**src/rtl/netled_pkg.sv**
```systemverilog
package netled_pkg;

  typedef struct packed {
    logic       blink;
    logic       inv;
    logic       rate;
    logic       rsvd;
    logic [3:0] mode;
  } led_cfg_t;

  typedef struct packed {
    logic       up;
    logic [1:0] spd;
    logic       fdx;
    logic       col;
    logic       act;
    logic       fact;
    logic       x1;
    logic       paused;
  } link_view_t;

  typedef enum logic [3:0] {
    M_L10_1G  = 4'h0,
    M_L100_1G = 4'h1,
    M_LINK    = 4'h2,
    M_FACT    = 4'h3,
    M_LINKACT = 4'h4,
    M_L10     = 4'h5,
    M_L100    = 4'h6,
    M_L1G     = 4'h7,
    M_RSVD    = 4'h8,
    M_FDX     = 4'h9,
    M_COL     = 4'hA,
    M_ACT     = 4'hB,
    M_X1      = 4'hC,
    M_PAUSE   = 4'hD,
    M_ON      = 4'hE,
    M_OFF     = 4'hF
  } led_mode_e;

  // Decide whether the selected condition is currently true.
  function automatic logic mode_hit(logic [3:0] mode, link_view_t s);
    logic s10, s100, s1g, hit;
    s10  = s.up && (s.spd == 2'd0);
    s100 = s.up && (s.spd == 2'd1);
    s1g  = s.up && (s.spd == 2'd2);
    case (led_mode_e'(mode))
      M_L10_1G:  hit = s10 | s1g;
      M_L100_1G: hit = s100 | s1g;
      M_LINK:    hit = s.up;
      M_FACT:    hit = s.up & s.fact;
      M_LINKACT: hit = s.up & ~s.act;
      M_L10:     hit = s10;
      M_L100:    hit = s100;
      M_L1G:     hit = s1g;
      M_FDX:     hit = s.fdx;
      M_COL:     hit = s.col;
      M_ACT:     hit = s.up & s.act;
      M_X1:      hit = s.x1;
      M_PAUSE:   hit = s.paused;
      M_ON:      hit = 1'b1;
      default:   hit = 1'b0;
    endcase
    return hit;
  endfunction

  // Convert condition, blink phase and polarity into the pin level.
  function automatic logic pin_level(led_cfg_t c, logic ind, logic phase);
    logic lit;
    lit = ind & (~c.blink | phase);
    return c.inv ? lit : ~lit;
  endfunction

endpackage

```
**src/rtl/netled_tick.sv**
```systemverilog
module netled_tick #(
  parameter int DIV = 1000
) (
  input  logic clk,
  input  logic rst_n,
  output logic tick
);
  localparam int CW = (DIV > 1) ? $clog2(DIV) : 1;
  logic [CW-1:0] cnt;

  assign tick = (cnt == CW'(DIV - 1));

  always_ff @(posedge clk) begin
    if (!rst_n)    cnt <= '0;
    else if (tick) cnt <= '0;
    else           cnt <= cnt + CW'(1);
  end
endmodule

```
**src/rtl/netled_blinker.sv**
```systemverilog
module netled_blinker #(
  parameter int HALF_MS = 200
) (
  input  logic clk,
  input  logic rst_n,
  input  logic tick,
  output logic phase
);
  localparam int CW = (HALF_MS > 1) ? $clog2(HALF_MS) : 1;
  logic [CW-1:0] cnt;
  logic          wrap;

  assign wrap = (cnt == CW'(HALF_MS - 1));

  always_ff @(posedge clk) begin
    if (!rst_n) begin
      cnt   <= '0;
      phase <= 1'b1;
    end else if (tick) begin
      if (wrap) begin
        cnt   <= '0;
        phase <= ~phase;
      end else begin
        cnt <= cnt + CW'(1);
      end
    end
  end
endmodule

```
**src/rtl/netled_stretch.sv**
```systemverilog
module netled_stretch #(
  parameter int CYC = 10
) (
  input  logic clk,
  input  logic rst_n,
  input  logic pulse,
  output logic held
);
  localparam int CW = $clog2(CYC + 1);
  logic [CW-1:0] cnt;

  assign held = pulse | (cnt != '0);

  always_ff @(posedge clk) begin
    if (!rst_n)          cnt <= '0;
    else if (pulse)      cnt <= CW'(CYC - 1);
    else if (cnt != '0)  cnt <= cnt - CW'(1);
  end
endmodule

```
**src/rtl/netled_ctrl.sv**
```systemverilog
module netled_ctrl
  import netled_pkg::*;
#(
  parameter int          CLK_HZ     = 100_000_000,
  parameter int          SLOW_MS    = 200,
  parameter int          FAST_MS    = 83,
  parameter int          STRETCH_MS = 10,
  parameter logic [15:0] RST_WORD   = 16'h0604
) (
  input  logic        clk,
  input  logic        rst_n,
  input  logic        cfg_we,
  input  logic [15:0] cfg_wdata,
  input  logic        link_up,
  input  logic [1:0]  link_speed,
  input  logic        full_duplex,
  input  logic        collision,
  input  logic        act_any,
  input  logic        act_filt,
  input  logic        bus_x1,
  input  logic        tx_paused,
  output logic [1:0]  led_pin
);
  localparam int DIV_RAW     = CLK_HZ / 1000;
  localparam int DIV         = (DIV_RAW < 1) ? 1 : DIV_RAW;
  localparam int STRETCH_CYC = (STRETCH_MS * DIV < 1) ? 1 : STRETCH_MS * DIV;
  localparam int NLED        = 2;
  localparam int NPULSE      = 3;

  logic [15:0]       cfg_q;
  logic              ms_tick;
  logic [1:0]        blink_ph;
  logic              rate_ph;
  logic [NPULSE-1:0] pulse_in;
  logic [NPULSE-1:0] pulse_str;
  logic [NLED-1:0]   ind;
  logic [NLED-1:0]   led_q;
  link_view_t        view;

  always_ff @(posedge clk) begin
    if (!rst_n)      cfg_q <= RST_WORD;
    else if (cfg_we) cfg_q <= cfg_wdata;
  end

  netled_tick #(.DIV(DIV)) u_tick (
    .clk  (clk),
    .rst_n(rst_n),
    .tick (ms_tick)
  );

  for (genvar r = 0; r < 2; r++) begin : g_rate
    localparam int HMS = (r == 0) ? SLOW_MS : FAST_MS;
    netled_blinker #(.HALF_MS(HMS)) u_blink (
      .clk  (clk),
      .rst_n(rst_n),
      .tick (ms_tick),
      .phase(blink_ph[r])
    );
  end

  // One rate for both LEDs, chosen by LED0's rate bit.
  assign rate_ph = cfg_q[5] ? blink_ph[1] : blink_ph[0];

  assign pulse_in = {collision, act_any, act_filt};

  for (genvar p = 0; p < NPULSE; p++) begin : g_str
    netled_stretch #(.CYC(STRETCH_CYC)) u_str (
      .clk  (clk),
      .rst_n(rst_n),
      .pulse(pulse_in[p]),
      .held (pulse_str[p])
    );
  end

  always_comb begin
    view.up     = link_up;
    view.spd    = link_speed;
    view.fdx    = full_duplex;
    view.col    = pulse_str[2];
    view.act    = pulse_str[1];
    view.fact   = pulse_str[0];
    view.x1     = bus_x1;
    view.paused = tx_paused;
  end

  for (genvar i = 0; i < NLED; i++) begin : g_led
    led_cfg_t lc;
    assign lc     = led_cfg_t'(cfg_q[8*i +: 8]);
    assign ind[i] = mode_hit(lc.mode, view);

    always_ff @(posedge clk) begin
      if (!rst_n) led_q[i] <= ~RST_WORD[8*i + 6];
      else        led_q[i] <= pin_level(lc, ind[i], rate_ph);
    end
  end

  assign led_pin = led_q;
endmodule

```
**config.mk**
```make
export PLATFORM = sky130hd
export DESIGN_NAME = netled_ctrl
export DESIGN_NICKNAME = d
export VERILOG_FILES = /design/src/rtl/netled_pkg.sv /design/src/rtl/netled_tick.sv /design/src/rtl/netled_blinker.sv /design/src/rtl/netled_stretch.sv /design/src/rtl/netled_ctrl.sv
export SDC_FILE = /design/constraint.sdc
export NUM_CORES = 1
export LEC_CHECK = 0
export BUFFER_PORTS_ARGS = -buffer_cell sky130_fd_sc_hd__buf_2
export CORE_MARGIN = 2
export CORE_UTILIZATION = 58
export CTS_CLUSTER_SIZE = 8
export DETAILED_ROUTE_END_ITERATION = 10
export PLACE_DENSITY_LB_ADDON = 0.25
export SLEW_MARGIN = 25
export SYNTH_ARGS = -nofsm -noshare
export SYNTH_HDL_FRONTEND = slang
export SYNTH_SLANG_ARGS = --single-unit
```
**constraint.sdc**
```tcl
create_clock -name clk -period 7.2 [get_ports clk]
set_input_delay 0.72 -clock clk [delete_from_list [all_inputs] [get_ports clk]]
set_output_delay 0.72 -clock clk [all_outputs]
set_load 0.01 [all_outputs]
```
# Yosys cells after proc, flatten, opt, wreduce, memory -nomap -nowiden
# Cells that the tools add are included.
word_totals:
  ff_bits: 112
  input_bits: 28
classes:
  n_addsub: 6
  eq_ne: 31
  muxes: 13
  bitwise_logic: 20
  reduce_logical: 18
op_table:
  columns: ["operator", "n"]
  rows:
  - ["$mux 20", 6]
  - ["$reduce_bool 20->1", 3]
  - ["$sub 20x1->20 const B", 3]
  - ["$eq 4x4->1 const B", 12]
  - ["$eq 4x3->1 const B", 8]
  - ["$pmux 1 s14", 2]
  - ["$add 17x1->17 const B", 1]
  - ["$eq 17x17->1 const B", 1]
  - ["$eq 4x2->1 const B", 4]
  - ["$add 8x1->8 const B", 1]
  - ["$eq 4x1->1 const B", 2]
  - ["$eq 8x8->1 const B", 1]
  - ["$logic_not 4->1", 2]
  - ["$mux 8", 1]
  - ["$not 1->1", 8]
  - ["$reduce_or 2->1", 4]
  - ["$add 7x1->7 const B", 1]
  - ["$eq 7x7->1 const B", 1]
  - ["$mux 7", 1]
  - ["$or 1x1->1", 7]
  - ["$reduce_bool 2->1", 3]
  - ["$and 1x1->1", 5]
  - ["$reduce_and 2->1", 2]
  - ["$logic_and 1x1->1", 3]
  - ["other kinds (4)", 6]

# Depth between registers and ports, before layout
# Gate-level depths: netlist of the first run.
logic_depth:
  word_depth: 8
  depth_mapped: 10
  mapped_depth_nobuf: 8

# Cells and area by module
# A second synthesis of the first run with hierarchy kept.
hier_totals:
  hier_cells: 653
  hier_area_um2: 5998.3
modules_own_cells:
  columns: ["module", "instances", "cells_per_inst", "area_per_inst_um2"]
  rows:
  - ["netled_stretch", 3, 119, 1111.1]
  - ["netled_ctrl", 1, 124, 1082.3]
  - ["netled_tick", 1, 87, 788.3]
  - ["netled_blinker (g_rate[0].u_blink)", 1, 45, 420.4]
  - ["netled_blinker (g_rate[1].u_blink)", 1, 40, 374.1]

# Worst setup path before layout of the first run
# No wires, ideal clock.
synth_timing:
  kind: "register to register"
  start: "register g_str[1].u_str.cnt[15]"
  end: "register led_q[1], in the netlist led_pin[1]"
  arrival_time_ps: 2369
  path_slack_ps: 4709
  stages_incl_launch_ff: 8
  synth_period_minus_slack_ps: 2491
  cell_sequence: "dfxtp_1 > or4_4 > or4_4 > buf_6 > or3_4 > a21oi_2 > a2111oi_2 > mux2_4"
synth_between:
  elab_chain_cells: 8
  word_cells_on_any_way: 9
  cone_classes: "mux (2); bitwise (6); reduce/logical (1)"
synth_rtl:
  columns: ["item", "line", "rtl"]
  rows:
  - ["start: declaration", "netled_stretch.sv:10", "logic [CW-1:0] cnt;"]
  - ["start signal: assignment", "netled_stretch.sv:16", "else if (pulse) cnt <= CW'(CYC - 1);"]
  - ["start signal: assignment", "netled_stretch.sv:17", "else if (cnt != '0) cnt <= cnt - CW'(1);"]
  - ["$reduce_bool 20->1 *", "netled_stretch.sv:12", "assign held = pulse | (cnt != '0);"]
  - ["$or 1x1->1 *", "netled_stretch.sv:12", null]
  - ["$not 1->1", "netled_pkg.sv:52", "M_LINKACT: hit = s.up & ~s.act;"]
  - ["$and 1x1->1", "netled_pkg.sv:52", null]
  - ["$pmux 1 s14 *", "netled_pkg.sv:47", "case (led_mode_e'(mode))"]
  - ["$and 1x1->1 *", "netled_pkg.sv:70", "lit = ind & (~c.blink | phase);"]
  - ["$not 1->1", "netled_pkg.sv:71", "return c.inv ? lit : ~lit;"]
  - ["$mux 1 *", "netled_pkg.sv:71", null]
  - ["end signal: indexed assignment", "netled_ctrl.sv:92", "if (!rst_n) led_q[i] <= ~RST_WORD[8*i + 6];"]
  - ["end signal: indexed assignment", "netled_ctrl.sv:93", "else led_q[i] <= pin_level(lc, ind[i], rate_ph);"]
  - ["end: declaration", "netled_ctrl.sv:37", "logic [NLED-1:0] led_q;"]
# Every way passes the cells marked *; elsewhere a longest branch is shown, timed or not.
# A chain may end at the register's enable or synchronous reset.

# Worst setup path in the final report of the first run
layout_timing:
  start: "register g_str[1].u_str.cnt[0]"
  end: "register led_q[1], in the netlist led_pin[1]"
# Same word-level chain as after synthesis.

==> results.json, run 1 <==
{
  "cts_resized": 0,
  "grt_pass1_vias": 3954,
  "clock_power_share": 0.325,
  "totalWireLength_microns": 10300,
  "maxCapViolations": 0,
  "async_flop_share": 0,
  "grt_antenna_before_repair": 0,
  "die_h_microns": 101,
  "cts_root_buffer": "clkbuf_8",
  "switchingPower_mw": 0.324,
  "critical_path_arrival_ns": 2.84,
  "crit_fanout": 9,
  "dpl.cell_count": 732,
  "synth_top_cell_area_share": 0.404,
  "wl_per_cell_microns": 13.8,
  "power_density_mw_per_mm2": 205,
  "cp.required_ns": 7.47,
  "nets": 670,
  "fill_cells": 774,
  "start_kind": "flip-flop",
  "synth.largest_area_cell": "dfxtp_1",
  "area_growth_pct": 7.52,
  "ios": 30,
  "postSynthCellCount": 618,
  "cts_sinks": 109,
  "clk_latency_ns": 0.38,
  "max_stage_delay_ns": 0.49,
  "cts_buffers": 9,
  "synth_edf_count": 0,
  "overflow": 0,
  "clockBufferDepth": 2,
  "timing.fmax_mhz": 390,
  "grt_pass1_wl_microns": 17600,
  "track_usage": 0.212,
  "grt_max_degree": 67,
  "dr.pass1.iters": 5,
  "grt_util_met3": 0.0465,
  "dpl_cell_area_sq_mm": 0.00559,
  "path_cells": "inv_1 -> ha_1 -> or3b_2 -> or4_4 -> nor3_2 -> nor2_1 -> a2111oi_2 -> mux2_4",
  "relSlewSlack": 0.570,
  "drtAntennaViolNets": 0,
  "power_frac_comb": 0.121,
  "yosys_warnings": 0,
  "critPathKind": "reg2reg",
  "p_int_mw": 0.867,
  "dieWidth_microns": 101,
  "fin_tns_setup_ns": 0,
  "ys_seq_area_frac": 0.404,
  "holdBufCountCts": 0,
  "worst_slack_ns": 4.63,
  "cp_slowest_cell": "or4_4",
  "syn-mean-instance-area_sq_um": 8.75,
  "cpLargestDelayFamily": "simple AND/OR/NAND/NOR gates",
  "grt_setup_unrepaired": "no",
  "swShare": 0.272,
  "drc_errors": 0,
  "h-tree-depth": 3,
  "period_share": 0.357,
  "stdcell_count": 748,
  "place.gp.congestion": 0.811,
  "ys_seq_elements": 109,
  "start_util": 0.591,
  "dp_hpwl_microns": 7250,
  "cts_tree": "done",
  "antennaDiodeCount": 0,
  "finalHoldViolCount": 0,
  "peakVddDrop_mv": 0.112,
  "netlist_area_sq_mm": 0.00541,
  "drive_gt1_frac": 0.0879,
  "synthTopCellsByArea": "dfxtp_1 (40%), xnor2_1 (6.5%), xor2_1 (5.3%)",
  "vias": 4314,
  "syn_nets": 656,
  "min_period_ns": 2.57,
  "grtUsageMet1": 0.267,
  "fin_skew_ns": 0.0125,
  "portBuffers": 26,
  "rows": 35,
  "clk_pin_slew_ns": 0.11,
  "drt-initial-drc-count": 199,
  "dpl_worst_slack_ns": 4.41,
  "reg2reg_slack_ns": 4.63,
  "core_sq_mm": 0.00915,
  "ys.flop_type": "dfxtp_1",
  "worst_slew_pin_slew_ns": 0.640,
  "post_cts_buffers": 0,
  "vias_per_cell": 5.77,
  "grt_use_met2": 0.360,
  "setup_viol": 0,
  "ys_types": 57,
  "hp-class": "reg2reg",
  "p_leak_nw": 2.13,
  "status": "complete, no violations",
  "die-area_sq_mm": 0.0101,
  "maxSlewViolCount": 0,
  "crit_path_end_kind": "flip-flop",
  "cp_num_buf_inv": 1,
  "fin_hold_ws_ns": 0.455,
  "grt-busiest-layer": "met2",
  "p_seq_frac": 0.554,
  "stdcell_area_sq_mm": 0.00581
}
[power groups by stage]
stage                     clock network [mW]  registers, mW  logic, mW
after floorplan                            0          0.663      0.117
after global placement                     0          0.671      0.138
after detailed placement                   0          0.673      0.143
after CTS                              0.399          0.659      0.144
after global routing                   0.423          0.665      0.162
final                                  0.387          0.660      0.144
[per-stage QoR]
stage | total power [mW] | utilization
after floorplan | 0.780 | -
after global placement | 0.809 | 0.611
after detailed placement | 0.817 | 0.611
after CTS | 1.20 | 0.634
after global routing | 1.25 | 0.635
final | 1.19 | 0.635
[layout make-up]
type | count | area, sq um | share of cell area
multi-input cells | 471 | 3090 | 0.531
flip-flops and latches | 109 | 2180 | 0.375
clock buffers | 9 | 124 | 0.0213
inverters | 14 | 52.6 | 0.00904
well taps | 111 | 139 | 0.0239
repair buffers | 27 | 138 | 0.0237
clock inverters | 7 | 90.1 | 0.0155
[logic make-up (layout without fill, tap and decap cells)]
family / count (synthesis) / count (layout) / synth area share
xor gates and xnor gates: 73 / 73 / 0.118
muxes: 18 / 18 / 0.0342
DFF: 109 / 109 / 0.404
AOI/OAI and AO/OA: 95 / 95 / 0.117
buffers and inverters: 38 / 57 / 0.0280
and+or+nand+nor: 275 / 275 / 0.276
adders and majority gates: 10 / 10 / 0.0231
[cells in the mapped netlist (2+ instances only)]
library cell  instances
dfxtp_1             109
nor2_1               67
nand2_1              43
xnor2_1              40
xor2_1               33
a21oi_1              24
nor3_1               23
clkbuf_1             20
nand4_1              19
nor2b_1              19
o21a_1               19
a21boi_0             17
mux2i_1              17
nor4_1               16
o21ai_0              15
inv_1                14
nand3_1              14
or3_1                13
ha_1                 10
nand2b_1              8
nand3b_1              8
nand4b_1              7
or4_1                 7
and2_1                6
and3_1                4
and4_1                3
nor3b_1               3
nor4b_1               3
or3b_2                3
a32oi_1               2
buf_1                 2
o22ai_1               2
o31ai_1               2
o41ai_1               2
or4_4                 2
[metal layers]
layer,vias up,wire [microns]
met3,15,312
met4,0,148
met5,-,0
li1,2204,-
met1,2034,4860
met2,61,4970
[worst reg2reg max path, delay by kind of cell, from the launching register on]
family / cells / cell delay, ns
AND/OR/NAND/NOR: 4 / 1.19
AO/OA/AOI/OAI: 1 / 0.37
multiplexers: 1 / 0.33
buffers and inverters: 1 / 0.10
adder cells (fa/ha/maj): 1 / 0.16
flip-flops: 1 / 0.32
[path summary, 6_finish.rpt]
| kind | start | to | depth (start not counted) |
|---|---|---|---|
| setup / recovery | g_str[1].u_str.cnt[0] | led_pin[1] | 8 |
| hold / removal | u_tick.cnt[0] | u_tick.cnt[0] | 1 |
| setup reg to reg | g_str[1].u_str.cnt[0] | led_pin[1] | 8 |
| hold reg to reg | u_tick.cnt[0] | u_tick.cnt[0] | 1 |
[state kept, by name (all words and copies together) (netlist names)]
signal                cells
g_rate.u_blink.cnt       15
cfg_q                    13
g_str.u_str.cnt          60
led_pin                   2
u_tick.cnt               17
g_rate.u_blink.phase      2
[layout by cell type, fill, tap and decap left out, drive strengths merged, types with 19 or more instances in the layout]
cell,n
buf,27
nor3,24
xor2,33
xnor2,40
nand2,43
nor2,67
o21a,19
a21oi,25
nor2b,19
dfxtp,109
nand4,19
No activity file was read; power rests on OpenSTA's default activity.
==> run 2, diff against run 1 <==
Settings changed: ABC_AREA from default to 1, CORE_UTILIZATION 58 to 56.
Clock period 7.2 ns to 2.2 ns, I/O delays scaled along.
==> run 2 against run 1 <==
  * Global-route usage increased by 3.2 points
  * Critical endpoint is now u_tick.cnt[16]
  * Register-to-register slack lost 4.4 ns
  * Hold slack got worse by 0.40 ns
  * Largest power group unchanged
  * Worst setup slack worse by 4.4 ns
  * Critical path type unchanged
  * Clock skew decreased by 0.0042 ns
  * Die area up 13%
  * Synthesized cell count up 39%
  * Fmax grew 32%
==> results.json, run 2 <==
{
  "worstHoldStart": "cfg_wdata[10]",
  "crit_fanout": 7,
  "nets": 924,
  "synth_top_cell_area_share": 0.367,
  "stdcell_area_sq_mm": 0.00642,
  "top_register": "g_str.u_str.cnt",
  "netlist_area_sq_mm": 0.00594,
  "cpLargestDelayFamily": "simple AND/OR/NAND/NOR gates",
  "yosysMostFrequentCell": "nand2_1",
  "hold_depth": 3,
  "crit_top_cell": "nand3_2",
  "period_share": 0.882,
  "peakVddDrop_mv": 0.432,
  "core_sq_mm": 0.0103,
  "die-area_sq_mm": 0.0114,
  "maxSlewViolCount": 0,
  "drive_gt1_frac": 0.113,
  "cts_buffers": 9,
  "track_usage": 0.244,
  "grt_antenna_before_repair": 1,
  "drt-initial-drc-count": 271,
  "start_kind": "flip-flop",
  "worstReg2RegEnd": "u_tick.cnt[16]",
  "p_seq_frac": 0.537,
  "critical_path_arrival_ns": 2.23,
  "synth.largest_area_cell": "dfxtp_1",
  "fin_skew_ns": 0.00833,
  "dp_hpwl_microns": 9970,
  "cp.required_ns": 2.49,
  "grt_pass1_vias": 5309,
  "top_regs": "g_str.u_str.cnt (60), u_tick.cnt (17), g_rate.u_blink.cnt (15)",
  "final_cell_mix": "nand2_1 (148), nor2_1 (138), dfxtp_1 (109)",
  "maxCapViolations": 0,
  "start_util": 0.575,
  "cts_resized": 0,
  "cts_tree": "done",
  "power_density_mw_per_mm2": 623,
  "min_period_ns": 1.94,
  "cp_slowest_cell": "dfxtp_1",
  "p_leak_nw": 2.75,
  "synth_edf_count": 0,
  "power_frac_comb": 0.157,
  "grt_max_degree": 36,
  "cts_sinks": 109,
  "swShare": 0.296,
  "reg2reg_slack_ns": 0.26,
  "ys_types": 41,
  "yosys_warnings": 0,
  "syn_nets": 896,
  "min_to": "cfg_q[10]",
  "status": "complete, no violations",
  "post_cts_buffers": 0,
  "p_int_mw": 2.81,
  "clk_latency_ns": 0.39,
  "cp_num_buf_inv": 0,
  "dr.pass1.iters": 5,
  "vias_per_cell": 5.43,
  "final_common_cell": "nand2_1",
  "r2r_cells": 10,
  "dpl_cell_area_sq_mm": 0.00622,
  "syn-mean-instance-area_sq_um": 6.92,
  "timing.rr.start": "u_tick.cnt[0]",
  "overflow": 0,
  "largest_reg_flops": 60,
  "switchingPower_mw": 1.18,
  "rows": 37,
  "h-tree-depth": 3,
  "timing.fmax_mhz": 516,
  "max_stage_delay_ns": 0.41,
  "area_growth_pct": 8.00,
  "ys.flop_type": "dfxtp_1",
  "critPathKind": "reg2reg",
  "worst_slew_pin_slew_ns": 0.631,
  "portBuffers": 26,
  "cts_root_buffer": "clkbuf_8",
  "clk_pin_slew_ns": 0.10,
  "power.total_mw": 4.00,
  "finalHoldViolCount": 0,
  "crit_path_end_kind": "flip-flop",
  "vias": 5578,
  "grt_setup_unrepaired": "no",
  "path_cells": "ha_1 -> nand3_2 -> nor3_2 -> nand2_2 -> nor2_4 -> nand3_2 -> nor3_4 -> nand4_1 -> nand2_1 -> nor2_1",
  "setup_viol": 0,
  "relSlewSlack": 0.575,
  "ios": 30,
  "synth_common_cells": "nand2_1 (148), nor2_1 (138), dfxtp_1 (109)",
  "grt_pass1_wl_microns": 22700,
  "clockBufferDepth": 2,
  "dieWidth_microns": 107,
  "ys_seq_area_frac": 0.367,
  "place.gp.congestion": 0.945,
  "drc_errors": 0,
  "totalWireLength_microns": 13200,
  "clock_power_share": 0.306,
  "holdBufCountCts": 0,
  "hp-class": "in2reg",
  "ys_seq_elements": 109,
  "fin_hold_ws_ns": 0.0560,
  "crit_start": "u_tick.cnt[0]",
  "postSynthCellCount": 858,
  "drtAntennaViolNets": 0,
  "fin_tns_setup_ns": 0,
  "wl_per_cell_microns": 12.8,
  "async_flop_share": 0,
  "synthTopCellsByArea": "dfxtp_1 (37%), nand2_1 (9.4%), nor2_1 (8.7%)",
  "die_h_microns": 107
}
run 2: changes by cell type after synthesis, moves of 30 or more:
cell | previous run | this run
nand3_1 | 14 | 46
inv_1 | 14 | 108
a21oi_1 | 24 | 60
nand2_1 | 43 | 148
nor2_1 | 67 | 138
o21ai_0 | 15 | 45
run 2: worst max-delay path by stage:
stage,to,cells past startpoint
after floorplan,u_tick.cnt[16],10
after global placement,led_pin[0],13
after detailed placement,u_tick.cnt[16],10
after CTS,u_tick.cnt[16],10
after global routing,led_pin[1],12
final,u_tick.cnt[16],10
run 2: final cells by class:
type / instances / area [sq um]
Inverter: 113 / 424
Timing Repair Buffer: 31 / 168
Clock buffer: 9 / 124
Tap cell: 136 / 170
Multi-Input combinational cell: 622 / 3270
Antenna cell: 1 / 2.50
Fill cell: 960 / 3910
Clock inverter: 7 / 72.6
Sequential cell: 109 / 2180
run 2: stage by stage:
step | utilization | instances | worst slack, ns
floorplan | - | 858 | 0.545
global placement | 0.602 | 1011 | 0.347
detailed placement | 0.602 | 1011 | 0.303
CTS | 0.621 | 1027 | 0.237
global route | 0.621 | 1027 | 0.0501
finish | 0.622 | 1028 | 0.261
run 2: kinds of logic after synthesis:
kind of cell	Yosys count	synth area share
flip-flops	109	0.367
AND/OR/NAND/NOR	456	0.373
XOR/XNOR	28	0.0413
adder cells (fa/ha/maj)	10	0.0211
AO/OA/AOI/OAI	128	0.116
buffers and inverters	127	0.0817
run 2: worst min-delay path: stages:
cell and delay, ns:
buf_2 0.09, nand2_1 0.05, nand3_1 0.06
run 2: per-layer routing:
metal,vias up,wire length (microns),track usage
li1,2873,-,-
met1,2574,5930,0.284
met2,115,6410,0.434
met3,16,635,0.0693
met4,0,196,0.0724
met5,-,0,0
run 2: power by group through the flow:
stage | registers (mW) | logic (mW) | clock network [mW]
5_1_grt | 2.16 | 0.721 | 1.33
2_1_floorplan | 2.17 | 0.479 | 0
3_5_place_dp | 2.19 | 0.619 | 0
4_1_cts | 2.15 | 0.623 | 1.27
6_report | 2.15 | 0.626 | 1.22
3_3_place_gp | 2.19 | 0.598 | 0
==> run 3, diff against run 2 <==
Settings changed: CORE_UTILIZATION 56 to 45, CTS_CLUSTER_DIAMETER from default to 80.
==> run 3 against run 2 <==
  * Fmax up 4.2%
  * Final area is 2.4% higher
  * Worst setup slack better by 0.079 ns
  * Die area grew 23%
  * Core utilization decreased by 11 points
  * Hold slack gained 0.031 ns
  * Global-route usage fell by 5.1 points
  * First-iteration DRC count rose by 13%
  * Sequential power barely moved
  * Register-to-register slack improved by 0.08 ns
  * Largest cell class unchanged
  * Largest power group unchanged
==> results.json, run 3 (synthesized netlist as in run 2, its figures left out) <==
{
  "status": "complete, no violations",
  "area_growth_pct": 10.6,
  "rows": 41,
  "critPathKind": "reg2reg",
  "power_frac_comb": 0.144,
  "power.total_mw": 4.35,
  "top_regs": "g_str.u_str.cnt (60), u_tick.cnt (17), g_rate.u_blink.cnt (15)",
  "clk_latency_ns": 0.36,
  "dp_hpwl_microns": 9590,
  "grt_pass1_wl_microns": 22500,
  "hold_depth": 3,
  "nets": 926,
  "reg2reg_slack_ns": 0.34,
  "min_period_ns": 1.86,
  "grt_pass1_vias": 5038,
  "dpl_cell_area_sq_mm": 0.00628,
  "max_stage_delay_ns": 0.37,
  "endpoint": "g_rate[1].u_blink.cnt[4]",
  "final_common_cell": "nand2_1",
  "p_int_mw": 3.12,
  "dpl.cell_count": 1049,
  "cts_root_buffer": "clkbuf_16",
  "vias_per_cell": 5.04,
  "drtAntennaViolNets": 0,
  "clock_power_share": 0.362,
  "fill_cells": 1293,
  "grt_max_degree": 40,
  "dieWidth_microns": 119,
  "fin_skew_ns": 0.00575,
  "cts_buffers": 9,
  "wl_per_cell_microns": 12.1,
  "timing.rr.start": "u_tick.cnt[0]",
  "stdcell_area_sq_mm": 0.00657,
  "switchingPower_mw": 1.22,
  "place.gp.congestion": 0.879,
  "peakVddDrop_mv": 0.396,
  "cpLargestDelayFamily": "simple AND/OR/NAND/NOR gates",
  "p_seq_frac": 0.494,
  "cts_sinks": 109,
  "drc_errors": 0,
  "crit_path_end_kind": "flip-flop",
  "largest_reg_flops": 60,
  "cts_resized": 0,
  "cp_num_buf_inv": 0,
  "portBuffers": 26,
  "track_usage": 0.193,
  "worstReg2RegEnd": "g_rate[1].u_blink.cnt[4]",
  "holdBufCountCts": 0,
  "cp.depth": 8,
  "maxCapViolations": 0,
  "hp-class": "in2reg",
  "start_kind": "flip-flop",
  "clk_pin_slew_ns": 0.07,
  "grt_antenna_before_repair": 1,
  "vias": 5375,
  "crit_top_cell": "nor2_1",
  "start_util": 0.465,
  "setup_viol": 0,
  "die_h_microns": 119,
  "fin_tns_setup_ns": 0,
  "h-tree-depth": 3,
  "core_sq_mm": 0.0128,
  "period_share": 0.846,
  "critical_path_arrival_ns": 2.11,
  "swShare": 0.282,
  "p_leak_nw": 2.80,
  "top_register": "g_str.u_str.cnt",
  "dpl_worst_slack_ns": 0.340,
  "worst_slew_pin_slew_ns": 0.581,
  "grt_setup_unrepaired": "no",
  "overflow": 0,
  "clockBufferDepth": 2,
  "ios": 30,
  "dr.pass1.iters": 4,
  "timing.fmax_mhz": 538,
  "fin_hold_ws_ns": 0.0868,
  "crit_fanout": 10,
  "power_density_mw_per_mm2": 662,
  "cp_slowest_cell": "dfxtp_1",
  "cp.required_ns": 2.45,
  "final_util": 0.514,
  "path_cells": "ha_1 -> nand3_2 -> nor4_2 -> nand2_2 -> nor2_1 -> nand2_1 -> xor2_1 -> nor2_1",
  "final_cell_mix": "nand2_1 (148), nor2_1 (138), dfxtp_1 (109)",
  "drive_gt1_frac": 0.114,
  "die-area_sq_mm": 0.0141,
  "crit_start": "u_tick.cnt[0]",
  "maxSlewViolCount": 0,
  "stdcell_count": 1066,
  "finalHoldViolCount": 0,
  "post_cts_buffers": 0,
  "drt-initial-drc-count": 307,
  "worst_slack_ns": 0.340,
  "r2r_cells": 8,
  "relSlewSlack": 0.609,
  "totalWireLength_microns": 12900,
  "cts_tree": "done"
}
==> run 3: tightest hold or removal path: stages <==
cell and delay, ns:
buf_2 0.08, nor2_1 0.03, nor2_1 0.08
==> run 3: layout make-up <==
class                      count  area (sq um)  area share
inverter                     113           424      0.0646
clock buffer                  12           256      0.0390
tap                          172           215      0.0328
antenna                        1          2.50    0.000381
clock inverter                 4          32.5     0.00495
sequential                   109          2180       0.332
timing repair buffer          33           183      0.0278
multi-input combinational    622          3270       0.498
==> run 3: how the worst min path moves through the flow <==
stage / startpoint / to / slack [ns]
2_1_floorplan: collision / g_str[2].u_str.cnt[5] / 0.34
3_3_place_gp: g_rate[0].u_blink.phase / g_rate[0].u_blink.phase / 0.45
3_5_place_dp: g_rate[0].u_blink.phase / g_rate[0].u_blink.phase / 0.45
4_1_cts: cfg_wdata[7] / cfg_q[7] / 0.08
5_1_grt: cfg_wdata[7] / cfg_q[7] / 0.09
6_report: cfg_wdata[7] / cfg_q[7] / 0.09
==> run 3: power groups by stage <==
stage                     combinational, mW  sequential, mW  clock [mW]
final                                 0.625            2.15        1.58
after global routing                  0.723            2.16        1.69
after CTS                             0.627            2.15        1.63
after detailed placement              0.623            2.19           0
after global placement                0.618            2.19           0
after floorplan                       0.479            2.17           0
==> run 3: metal layers <==
| layer | global-route usage | part of all wire |
|---|---|---|
| met5 | 0 | 0 |
| met3 | 0.0474 | 0.035 |
| met2 | 0.318 | 0.47 |
| met1 | 0.243 | 0.47 |
| met4 | 0.0722 | 0.020 |
